## src/rtl/irq_seq_pkg.sv

```systemverilog
package irq_seq_pkg;
  typedef enum logic [1:0] {
    ENT_RESET = 2'd0,
    ENT_NMI   = 2'd1,
    ENT_IRQ   = 2'd2
  } entry_kind_e;

  localparam int FLAG_I       = 2;
  localparam int FLAG_B       = 4;
  localparam int FLAG_U       = 5;
  localparam int ENTRY_CYCLES = 7;
  localparam int ADDR_W       = 16;
  localparam int DATA_W       = 8;
endpackage

```

## src/rtl/irq_req_tracker.sv

```systemverilog
module irq_req_tracker
  import irq_seq_pkg::*;
#(
  parameter int NSRC = 4
) (
  input  logic            clk,
  input  logic            rst_n,
  input  logic            eval_i,
  input  logic            rst_entry_i,
  input  logic [7:0]      status_i,
  input  logic            halted_i,
  input  logic            nmi_i,
  input  logic            oneshot_i,
  input  logic [NSRC-1:0] lvl_set_i,
  input  logic [NSRC-1:0] lvl_clr_i,
  output logic            take_nmi_o,
  output logic            take_irq_o
);

  logic [NSRC-1:0] lvl_q, lvl_d;
  logic            nmi_line_q;
  logic            nmi_pend_q, nmi_pend_d;
  logic            os_pend_q, os_pend_d;
  logic            prev_i_q, prev_i_d;
  logic            prev_en;
  logic            any_req, mask_req, consume;

  always_comb begin
    mask_req   = os_pend_q | (|lvl_q);
    any_req    = nmi_pend_q | mask_req;
    take_nmi_o = eval_i & nmi_pend_q & ~halted_i;
    take_irq_o = eval_i & ~nmi_pend_q & mask_req & ~prev_i_q & ~halted_i;
    consume    = eval_i & any_req;

    nmi_pend_d = (nmi_pend_q & ~consume) | (nmi_i & ~nmi_line_q);
    os_pend_d  = (os_pend_q & ~consume) | oneshot_i;
    lvl_d      = (lvl_q & ~lvl_clr_i) | lvl_set_i;

    prev_en  = rst_entry_i | eval_i;
    prev_i_d = rst_entry_i ? 1'b1 : (take_irq_o | status_i[FLAG_I]);
  end

  always_ff @(posedge clk or negedge rst_n) begin
    if (!rst_n) begin
      lvl_q      <= '0;
      nmi_line_q <= 1'b0;
      nmi_pend_q <= 1'b0;
      os_pend_q  <= 1'b0;
      prev_i_q   <= 1'b1;
    end else begin
      lvl_q      <= lvl_d;
      nmi_line_q <= nmi_i;
      nmi_pend_q <= nmi_pend_d;
      os_pend_q  <= os_pend_d;
      if (prev_en) prev_i_q <= prev_i_d;
    end
  end

  // a new non-maskable pending only follows a low-to-high step of the line
  assert_nmi_edge_R6: assert property (@(posedge clk) disable iff (!rst_n)
    (nmi_pend_q && !$past(nmi_pend_q)) |-> ($past(nmi_i) && !$past(nmi_line_q)));

  // a decision that sees requests leaves no one-shot pending unless a new pulse came
  assert_consume_R7: assert property (@(posedge clk) disable iff (!rst_n)
    (eval_i && any_req && !oneshot_i) |=> !os_pend_q);

  // a level bit only drops on a clear pulse
  assert_level_hold_R7: assert property (@(posedge clk) disable iff (!rst_n)
    (|(lvl_q & ~lvl_clr_i)) |=> (|lvl_q));

endmodule

```

## src/rtl/irq_entry_fsm.sv

```systemverilog
module irq_entry_fsm
  import irq_seq_pkg::*;
#(
  parameter logic [7:0]        STACK_PAGE = 8'h01,
  parameter logic [ADDR_W-1:0] VEC_NMI    = 16'hFFFA,
  parameter logic [ADDR_W-1:0] VEC_RST    = 16'hFFFC,
  parameter logic [ADDR_W-1:0] VEC_IRQ    = 16'hFFFE
) (
  input  logic              clk,
  input  logic              rst_n,
  input  logic              start_i,
  input  entry_kind_e       kind_i,
  input  logic [ADDR_W-1:0] pc_i,
  input  logic [7:0]        status_i,
  input  logic [7:0]        sp_i,
  output logic [ADDR_W-1:0] mem_addr_o,
  output logic              mem_we_o,
  output logic              mem_re_o,
  output logic [DATA_W-1:0] mem_wdata_o,
  input  logic [DATA_W-1:0] mem_rdata_i,
  output logic              busy_o,
  output logic              done_o,
  output logic [ADDR_W-1:0] pc_o,
  output logic [7:0]        status_o,
  output logic [7:0]        sp_o,
  output logic              halt_release_o
);

  localparam int          SW   = $clog2(ENTRY_CYCLES);
  localparam logic [SW-1:0] LAST = SW'(ENTRY_CYCLES - 1);
  localparam logic [7:0]  IMASK = 8'(1 << FLAG_I);
  localparam logic [7:0]  BMASK = 8'(1 << FLAG_B);
  localparam logic [7:0]  UMASK = 8'(1 << FLAG_U);

  logic              busy_q, busy_d;
  logic [SW-1:0]     step_q, step_d;
  entry_kind_e       kind_q, kind_d;
  logic [ADDR_W-1:0] pc_q, pc_d;
  logic [7:0]        push_q, push_d;
  logic [7:0]        nst_q, nst_d;
  logic [7:0]        sp_q, sp_d;
  logic [ADDR_W-1:0] vec_base;
  logic              uses_stack;

  always_comb begin
    busy_d = busy_q;
    step_d = step_q;
    kind_d = kind_q;
    pc_d   = pc_q;
    push_d = push_q;
    nst_d  = nst_q;
    sp_d   = sp_q;

    mem_we_o    = 1'b0;
    mem_re_o    = 1'b0;
    mem_addr_o  = '0;
    mem_wdata_o = '0;

    case (kind_q)
      ENT_NMI: vec_base = VEC_NMI;
      ENT_IRQ: vec_base = VEC_IRQ;
      default: vec_base = VEC_RST;
    endcase
    uses_stack = (kind_q != ENT_RESET);

    if (busy_q) begin
      case (step_q)
        SW'(0): begin
          mem_we_o    = uses_stack;
          mem_addr_o  = {STACK_PAGE, sp_q};
          mem_wdata_o = pc_q[15:8];
        end
        SW'(1): begin
          mem_we_o    = uses_stack;
          mem_addr_o  = {STACK_PAGE, sp_q};
          mem_wdata_o = pc_q[7:0];
        end
        SW'(2): begin
          mem_we_o    = uses_stack;
          mem_addr_o  = {STACK_PAGE, sp_q};
          mem_wdata_o = push_q;
        end
        SW'(3): begin
          mem_re_o   = 1'b1;
          mem_addr_o = vec_base;
          pc_d[7:0]  = mem_rdata_i;
        end
        SW'(4): begin
          mem_re_o   = 1'b1;
          mem_addr_o = vec_base + 16'd1;
          pc_d[15:8] = mem_rdata_i;
        end
        default: ;
      endcase
      if (mem_we_o) sp_d = sp_q - 8'd1;
      if (step_q == LAST) busy_d = 1'b0;
      else                step_d = step_q + SW'(1);
    end else if (start_i) begin
      busy_d = 1'b1;
      step_d = '0;
      kind_d = kind_i;
      pc_d   = pc_i;
      sp_d   = sp_i;
      push_d = (status_i & ~BMASK) | UMASK;
      case (kind_i)
        ENT_NMI: nst_d = status_i;
        ENT_IRQ: nst_d = status_i | IMASK;
        default: nst_d = IMASK;
      endcase
    end
  end

  always_ff @(posedge clk or negedge rst_n) begin
    if (!rst_n) begin
      busy_q <= 1'b1;
      step_q <= '0;
      kind_q <= ENT_RESET;
      pc_q   <= '0;
      push_q <= '0;
      nst_q  <= IMASK;
      sp_q   <= '0;
    end else begin
      busy_q <= busy_d;
      step_q <= step_d;
      kind_q <= kind_d;
      pc_q   <= pc_d;
      push_q <= push_d;
      nst_q  <= nst_d;
      sp_q   <= sp_d;
    end
  end

  assign busy_o         = busy_q;
  assign done_o         = busy_q && (step_q == LAST);
  assign pc_o           = pc_q;
  assign status_o       = nst_q;
  assign sp_o           = sp_q;
  assign halt_release_o = done_o && (kind_q == ENT_RESET);

  // the sequence ends right after its final cycle
  assert_busy_end_R1: assert property (@(posedge clk) disable iff (!rst_n)
    done_o |=> !busy_o);

  // the step counter never runs past the last cycle
  assert_step_bound_R1: assert property (@(posedge clk) disable iff (!rst_n)
    busy_o |-> (step_q <= LAST));

  // every write lands in the stack page
  assert_stack_page_R4: assert property (@(posedge clk) disable iff (!rst_n)
    mem_we_o |-> (mem_addr_o[15:8] == STACK_PAGE));

  // each write moves the stack pointer down by one
  assert_sp_step_R4: assert property (@(posedge clk) disable iff (!rst_n)
    mem_we_o |=> (sp_o == $past(sp_o) - 8'd1));

  // a maskable entry always hands back a disabled status
  assert_irq_sets_i_R3: assert property (@(posedge clk) disable iff (!rst_n)
    (done_o && kind_q == ENT_IRQ) |-> status_o[FLAG_I]);

  // a reset entry never writes
  assert_reset_nowrite_R8: assert property (@(posedge clk) disable iff (!rst_n)
    (busy_o && kind_q == ENT_RESET) |-> !mem_we_o);

endmodule

```

## src/rtl/irq_entry_seq.sv

```systemverilog
module irq_entry_seq
  import irq_seq_pkg::*;
#(
  parameter int                NSRC       = 4,
  parameter logic [7:0]        STACK_PAGE = 8'h01,
  parameter logic [ADDR_W-1:0] VEC_NMI    = 16'hFFFA,
  parameter logic [ADDR_W-1:0] VEC_RST    = 16'hFFFC,
  parameter logic [ADDR_W-1:0] VEC_IRQ    = 16'hFFFE
) (
  input  logic              clk,
  input  logic              rst_n,
  input  logic              boundary_i,
  input  logic              reset_req_i,
  input  logic              halted_i,
  input  logic              nmi_i,
  input  logic              oneshot_i,
  input  logic [NSRC-1:0]   irq_set_i,
  input  logic [NSRC-1:0]   irq_clr_i,
  input  logic [ADDR_W-1:0] pc_i,
  input  logic [7:0]        status_i,
  input  logic [7:0]        sp_i,
  output logic [ADDR_W-1:0] mem_addr_o,
  output logic              mem_we_o,
  output logic              mem_re_o,
  output logic [DATA_W-1:0] mem_wdata_o,
  input  logic [DATA_W-1:0] mem_rdata_i,
  output logic              busy_o,
  output logic              done_o,
  output logic [ADDR_W-1:0] pc_o,
  output logic [7:0]        status_o,
  output logic [7:0]        sp_o,
  output logic              halt_release_o
);

  logic        eval, rst_entry, take_nmi, take_irq, start;
  entry_kind_e kind;

  always_comb begin
    eval      = boundary_i & ~busy_o & ~reset_req_i;
    rst_entry = reset_req_i & ~busy_o;
    start     = rst_entry | take_nmi | take_irq;
    if (reset_req_i)   kind = ENT_RESET;
    else if (take_nmi) kind = ENT_NMI;
    else               kind = ENT_IRQ;
  end

  irq_req_tracker #(.NSRC(NSRC)) u_track (
    .clk        (clk),
    .rst_n      (rst_n),
    .eval_i     (eval),
    .rst_entry_i(rst_entry),
    .status_i   (status_i),
    .halted_i   (halted_i),
    .nmi_i      (nmi_i),
    .oneshot_i  (oneshot_i),
    .lvl_set_i  (irq_set_i),
    .lvl_clr_i  (irq_clr_i),
    .take_nmi_o (take_nmi),
    .take_irq_o (take_irq)
  );

  irq_entry_fsm #(
    .STACK_PAGE(STACK_PAGE),
    .VEC_NMI   (VEC_NMI),
    .VEC_RST   (VEC_RST),
    .VEC_IRQ   (VEC_IRQ)
  ) u_fsm (
    .clk           (clk),
    .rst_n         (rst_n),
    .start_i       (start),
    .kind_i        (kind),
    .pc_i          (pc_i),
    .status_i      (status_i),
    .sp_i          (sp_i),
    .mem_addr_o    (mem_addr_o),
    .mem_we_o      (mem_we_o),
    .mem_re_o      (mem_re_o),
    .mem_wdata_o   (mem_wdata_o),
    .mem_rdata_i   (mem_rdata_i),
    .busy_o        (busy_o),
    .done_o        (done_o),
    .pc_o          (pc_o),
    .status_o      (status_o),
    .sp_o          (sp_o),
    .halt_release_o(halt_release_o)
  );

  // a halted boundary without a reset request starts nothing
  assert_halt_blocks_R5: assert property (@(posedge clk) disable iff (!rst_n)
    (boundary_i && halted_i && !busy_o && !reset_req_i) |=> !busy_o);

  // nothing starts while idle unless a boundary or reset request was present
  assert_start_cause_R1: assert property (@(posedge clk) disable iff (!rst_n)
    (!busy_o && !boundary_i && !reset_req_i) |=> !busy_o);

endmodule

```

## config.mk

```make
export PLATFORM = sky130hd
export DESIGN_NAME = irq_entry_seq
export DESIGN_NICKNAME = d
export VERILOG_FILES = /design/src/rtl/irq_seq_pkg.sv /design/src/rtl/irq_req_tracker.sv /design/src/rtl/irq_entry_fsm.sv /design/src/rtl/irq_entry_seq.sv
export SDC_FILE = /design/constraint.sdc
export NUM_CORES = 1
export LEC_CHECK = 0
export BUFFER_PORTS_ARGS = -buffer_cell sky130_fd_sc_hd__buf_2
export CORE_UTILIZATION = 31
export DETAILED_ROUTE_END_ITERATION = 6
export GPL_TIMING_DRIVEN = 0
export HOLD_SLACK_MARGIN = 0.12
export PLACE_DENSITY = 0.67
export RECOVER_POWER = 100
export SYNTH_ARGS = -nofsm -noshare
export SYNTH_HDL_FRONTEND = slang
export SYNTH_SLANG_ARGS = --single-unit
export TNS_END_PERCENT = 30
```

## constraint.sdc

```tcl
create_clock -name clk -period 3.05 [get_ports clk]
set_input_delay 0.7625 -clock clk [delete_from_list [all_inputs] [get_ports clk]]
set_output_delay 0.7625 -clock clk [all_outputs]
set_load 0.03 [all_outputs]
```

==> metrics.txt, run 1 <==
status=finished clean; vias in the first global route=3137; clk buf depth=2; #FFs+latches synth=53; routed length per instance=17.5 um; Clock Latency Late Sink=0.32 ns; # rows=36; Reg area=1330 um2; max-cap violations=0; relative slew slack=7.73%; fin crit period=2.95 ns; crit-path cells=buf_2 > inv_4 > clkbuf_1 > nor2_1 > and2_1 > clkbuf_2; num ports=116; EDFF count, synth=0; Mapped Avg Cell Area=9.04 um2; setup TNS=0 ns; critical path arrival=2.19 ns; crit path kind=reg -> out; Final HPWL DP=7610 um; Area growth syn-to-layout=28.5%; Total GRT Usage=20.4%; Layout Skew=0.00728 ns; CTS tree=built; die width=102 um; H-tree level count=2; ys flop type=dfrtp_1; area of the multi-input gates=1570 um2; starting density of the core=31.8%; Final WS setup=0.0993 ns; Worst setup SP type=flop; Critical Path Sink Type=primary output; CP Max Fanout=10; hold crit path type=reg -> reg; syn_nets=404; Final Max Slew Viols=0; Worst path max stage delay=0.54 ns; # setup viols final=0; routed wire length=10400 um; post-synthesis sequential area ratio=43.2%; via count=3299; GPL Wtd Cong=0.869; count of cell types in the netlist=51; remaining global-route overflow=0; dpl ws=-0.0468 ns; DR DRC count=0; Fmax=0.339 GHz; Hold Violations, Final=0; Diodes inserted=0; Design Area, Final=3960 um2; Mapped Area=3080 um2; Reg clk slew, reported paths=0.10 ns; Yosys warnings=0; largest net degree at the start of global routing=54; die area=10300 um2; clk sinks=53; Fillers=993; leakage=1.78 nW; Die Span Y=102 um; WP buf/inv=4; worst vdd ir=0.000690 V; Gate Count Post-Synth=341; slowest stage cell, crit path=dfstp_1; final core occ=40.9%; PD cells=1250 nW/um2; CTS root buffer=clkbuf_8; cts bufs inserted=5; Async SR Flop Fraction=100%; first-pass GRT wire length=16400 um; Final ANT Viol Nets=0; Placeable Area=9680 um2; Post-DP Area=3830 um2; layout cells sized above 1=27.8%; setup repair after global routing missed its margin=no; delay-heaviest family, CP=buffers and inverters; Nets=526; vias per inst=5.53; hold_buf cts=0; total power=4.97 mW; initial antenna violation count=0; Initial DRT Pass Iterations=5; Worst Path Required=2.29 ns; Slew @ Worst Pin=1.38 ns; PortBufs=115; Final Cycle Share=96.7%; Initial DRC Count=186
==> cell type report <==
| cell class | instances | area share, % |
|---|---|---|
| inverters | 17 | 1.67 |
| clock inverters | 3 | 1.11 |
| repair buffers | 116 | 14.0 |
| clock buffers | 5 | 1.74 |
| flip-flops and latches | 53 | 33.6 |
| well taps | 133 | 4.20 |
| multi-input cells | 239 | 39.5 |
| plain buffers | 31 | 4.14 |
==> final timing paths <==
path	depth (start not counted)	endpoint	from	slack [ns]
max in group asynchronous	1	u_fsm.push_q[1]	rst_n	1.48
max	6	halt_release_o	u_fsm.busy_o	0.1
max reg2reg	6	u_fsm.status_o[0]	u_track.lvl_q[1]	0.53
min	1	u_track.nmi_pend_q	u_track.nmi_line_q	0.43
min reg2reg	1	u_track.nmi_pend_q	u_track.nmi_line_q	0.43
min in group asynchronous	1	u_track.lvl_q[1]	rst_n	0.75
==> report_power, final <==
part	total, mW	internal, mW	switching, mW
Sequential	1.33	1.01	0.322
Combinational	3.13	1.04	2.09
Clock	0.501	0.247	0.255
==> logic make-up after synthesis <==
logic type	synth area share (%)
AO/OA/AOI/OAI	17.8
adder cells (fa/ha/maj)	3.25
buffers and inverters	7.35
flip-flops	43.2
multiplexers	2.84
AND/OR/NAND/NOR	25.6
==> sequential cells by signal, summed over array words and instances, names as in the netlist <==
| register | flops |
|---|---|
| u_track.lvl_q | 4 |
| u_fsm.kind_q | 2 |
| u_track.nmi_line_q | 1 |
| u_fsm.pc_o | 16 |
| u_track.nmi_pend_q | 1 |
| u_fsm.push_q | 7 |
| u_track.prev_i_q | 1 |
| u_track.os_pend_q | 1 |
| u_fsm.busy_o | 1 |
| u_fsm.sp_o | 8 |
| u_fsm.status_o | 8 |
| u_fsm.step_q | 3 |
==> synth_stat cells, types with 2 or more instances <==
library cell,number,area share (%)
buf_2,7,1.1
or4_4,2,0.73
and2_1,2,0.41
a211o_1,4,1.1
nor3_1,6,0.97
nor2_1,32,3.9
nand2_1,22,2.7
mux2i_1,2,0.65
a2111oi_0,2,0.57
nand2b_1,2,0.41
nor4_1,51,10
nand3_1,11,1.8
o21ai_0,13,2.1
ha_1,8,3.2
a222oi_1,7,2.3
nand4_1,3,0.61
mux2_2,6,2.2
clkinv_1,2,0.24
o22ai_1,4,0.81
o211ai_1,2,0.49
o32a_1,3,0.97
buf_1,2,0.24
a21oi_1,20,3.2
nor2b_1,3,0.61
clkbuf_1,15,1.8
dfrtp_1,50,41
dfstp_2,3,2.6
nor3b_1,2,0.49
or3_1,3,0.61
a21o_1,10,2.4
buf_4,7,1.7
inv_1,15,1.8
nand4b_1,2,0.57
==> cells in the final DEF, fill, tap and decap left out, drive strengths merged, types with 3 or more instances in the layout <==
master and count:
o211ai 3, or4 3, nor2b 3, nand4 3
nand2 22, dfstp 3, o32a 3, buf 78
nor4 51, nor3 6, a222oi 7, or3 3
a21o 10, o22ai 4, clkbuf 74, a21oi 20
o21ai 13, dfrtp 50, a211o 4, ha 8
nor2 33, mux2 6, nand3 11, inv 17
==> metrics by stage <==
| step | instances | hold slack [ns] |
|---|---|---|
| 6_report | 597 | 0.427 |
| 5_1_grt | 597 | 0.477 |
| 4_1_cts | 597 | 0.433 |
| 3_5_place_dp | 589 | 0.418 |
| 3_3_place_gp | 589 | 0.413 |
| 2_1_floorplan | 341 | 0.400 |
==> per-layer routing <==
metal  vias to the layer above  track usage, %  share of wire (%)
li1                       1522               -                  -
met1                      1611            27.6                 44
met2                       157            34.4                 48
met3                         9            2.90                7.2
met4                         0            5.02               0.79
met5                         -               0                  0
==> timing repair <==
action / in CTS / in global routing
pin swaps: 0 / 1
endpoints found under the setup margin: 26 / 23
setup buffers: 0 / 1
gates resized for setup: 10 / 15
(Power assumes the default switching activity.)
==> run 2, diff against run 1 <==
Settings changed: HOLD_SLACK_MARGIN 0.12 to 0.08, SKIP_LAST_GASP from default to 1.
Clock period 3.05 ns to 3.3 ns, I/O delays scaled along.
==> run 2 against run 1 <==
- clock power down 6.8%
- non-clock buffer count increased by 1
- via count up 0.27%
- clock skew increased by 0.00087 ns
- utilization down 0.39 points
- sequential cell count unchanged
- critical endpoint unchanged
- largest cell class unchanged
- largest power group unchanged
- highest routed layer unchanged
==> metrics.txt, run 2 (synthesis gave the netlist of run 1 again) <==
CTS root buffer=clkbuf_8 (unchanged); Worst Path Required=2.47 ns (was 2.29 ns); Net Sw Power=2.47 mW (was 2.67 mW); Clock Latency Late Sink=0.32 ns (about the same); # setup viols final=0 (unchanged); combinational share of power=62.9% (was 63.0%); Finished Layout Cells=598 (was 597); Design Area, Final=3920 um2 (was 3960 um2); Pint=2.07 mW (was 2.30 mW); first-pass GRT wire length=16300 um (was 16400 um); Layout Skew=0.00815 ns (was 0.00728 ns); hold_sp=u_track.nmi_line_q (unchanged); Slew @ Worst Pin=1.39 ns (was 1.38 ns); fin crit period=3.15 ns; final core occ=40.5% (was 40.9%); hold crit path type=reg -> reg (unchanged); Worst setup SP type=flop (unchanged); Post-DP Area=3830 um2 (unchanged); R2R Path Start=u_fsm.busy_o (was u_track.lvl_q[1]); Final Max Slew Viols=0 (unchanged); setup TNS=0 ns (unchanged); CP Max Fanout=10 (unchanged); worst vdd ir=0.000550 V (was 0.000690 V); remaining global-route overflow=0 (unchanged); Area growth syn-to-layout=27.3% (was 28.5%); clk sinks=53 (unchanged); clk buf depth=2 (unchanged); status=finished clean (unchanged); critical path arrival=2.33 ns (was 2.19 ns); Final HPWL DP=7610 um (unchanged); largest net degree at the start of global routing=54 (unchanged); Fillers=1012 (was 993); starting density of the core=31.8% (unchanged); max reg flops=16 (unchanged); Final Cycle Share=95.6%; worst setup path startpoint=u_fsm.busy_o (unchanged); relative slew slack=7.65% (was 7.73%); PD cells=1160 nW/um2 (was 1250 nW/um2); Placeable Area=9680 um2 (unchanged); Die Span Y=102 um (unchanged); die area=10300 um2 (unchanged); Switching Share=54.4% (was 53.7%); leakage=1.73 nW (was 1.78 nW); H-tree level count=2 (unchanged); PortBufs=115 (unchanged); highest metal layer with signal wires=met4 (unchanged); commonest non-fill, non-tap cells in the layout=buf_2 (60), clkbuf_1 (59), nor4_1 (51) (was buf_2 (67), nor4_1 (51), dfrtp_1 (50)); area of the multi-input gates=1550 um2 (was 1570 um2); crit path kind=reg -> out (unchanged); detailed-routed wire length on met3=826 um (was 746 um); Hold Violations, Final=0 (unchanged); Reg area=1330 um2 (unchanged); num ports=116 (unchanged); initial antenna violation count=0 (unchanged); vias in the first global route=3131 (was 3137); GPL Wtd Cong=0.869 (unchanged); # rows=36 (unchanged); routed length per instance=17.6 um (was 17.5 um); Critical Path Sink Type=primary output (unchanged); Initial DRT Pass Iterations=6 (was 5); DP Cell Count=589 (unchanged); CTS tree=built (unchanged); Initial DRC Count=239 (was 186); Total GRT Usage=20.4% (about the same); die width=102 um (unchanged); Final Hold Slack=0.427 ns (about the same); Reg clk slew, reported paths=0.10 ns (about the same); r2r setup slk=0.56 ns (was 0.53 ns); share of total power in sequential cells=26.8% (was 26.9%); Diodes inserted=0 (unchanged); Routed met2 length=4970 um (was 5030 um); vias per inst=5.53 (about the same); routed wire length=10500 um (was 10400 um); clock power share=10.3% (was 10.1%); Final ANT Viol Nets=0 (unchanged); Fmax=0.317 GHz; Nets=527 (was 526); via count=3308 (was 3299); cts bufs inserted=5 (unchanged); layout cells sized above 1=25.2% (was 27.8%); most common cell after layout, fill and taps aside=buf_2 (unchanged); hold_buf cts=0 (unchanged); max-cap violations=0 (unchanged); DR DRC count=0 (unchanged); M1 WL=4540 um (was 4570 um); setup repair after global routing missed its margin=yes (was no)
## run 2: changes by cell type in the layout (fill, tap and decap cells not counted), sizes merged
cell and change:
clkinvlp +1, clkbuf +9, buf -8, inv -1
## run 2: stage by stage
| step | power (mW) | setup WS, ns |
|---|---|---|
| 4_1_cts | 4.54 | -0.00856 |
| 6_report | 4.54 | 0.146 |
| 2_1_floorplan | 3.22 | 0.202 |
| 3_5_place_dp | 4.06 | 0.141 |
| 5_1_grt | 4.81 | 0.0190 |
| 3_3_place_gp | 3.99 | 0.195 |
## run 2: what timing repair did
action                                  4_1_cts  5_1_grt
endpoints found under the hold margin         0        0
gates resized for setup                       4        6
buffers inserted                              0        2
cloned                                        0        0
endpoints found under the setup margin       23       17
## run 2: final timing paths
| kind | to | cells past startpoint |
|---|---|---|
| max reg2reg | u_fsm.pc_o[11] | 7 |
| min | u_track.nmi_pend_q | 1 |
| max in group asynchronous | u_fsm.push_q[1] | 1 |
| min in group asynchronous | u_track.lvl_q[1] | 1 |
| max | halt_release_o | 6 |
| min reg2reg | u_track.nmi_pend_q | 1 |
## run 2: metal layers
metal	up-vias	global-route usage (%)
met1	1581	27.4
met5	-	0
met4	0	5.24
met3	17	2.90
li1	1519	-
met2	191	34.3
## run 2: cell type report
class	instances	share of cell area, %
Buffer	31	3.99
Clock buffer	5	1.75
Clock inverter	3	1.12
Inverter	17	1.72
Multi-Input combinational cell	239	39.6
Sequential cell	53	33.9
Tap cell	133	4.24
Timing Repair Buffer	117	13.7
## run 2: power groups by stage
| stage | clock (mW) | combinational (mW) | sequential, mW |
|---|---|---|---|
| final | 0.467 | 2.85 | 1.22 |
| after global routing | 0.500 | 3.06 | 1.25 |
| after CTS | 0.472 | 2.86 | 1.21 |
| after detailed placement | 0 | 2.84 | 1.22 |
| after global placement | 0 | 2.79 | 1.21 |
| after floorplan | 0 | 1.69 | 1.53 |
## run 2: worst max-delay path, stage by stage (launching register included)
cell	delay (ns)
dfstp_1	0.54
buf_2	0.27
clkinvlp_4	0.25
clkbuf_1	0.29
nor2_1	0.30
and2_1	0.17
clkbuf_2	0.20
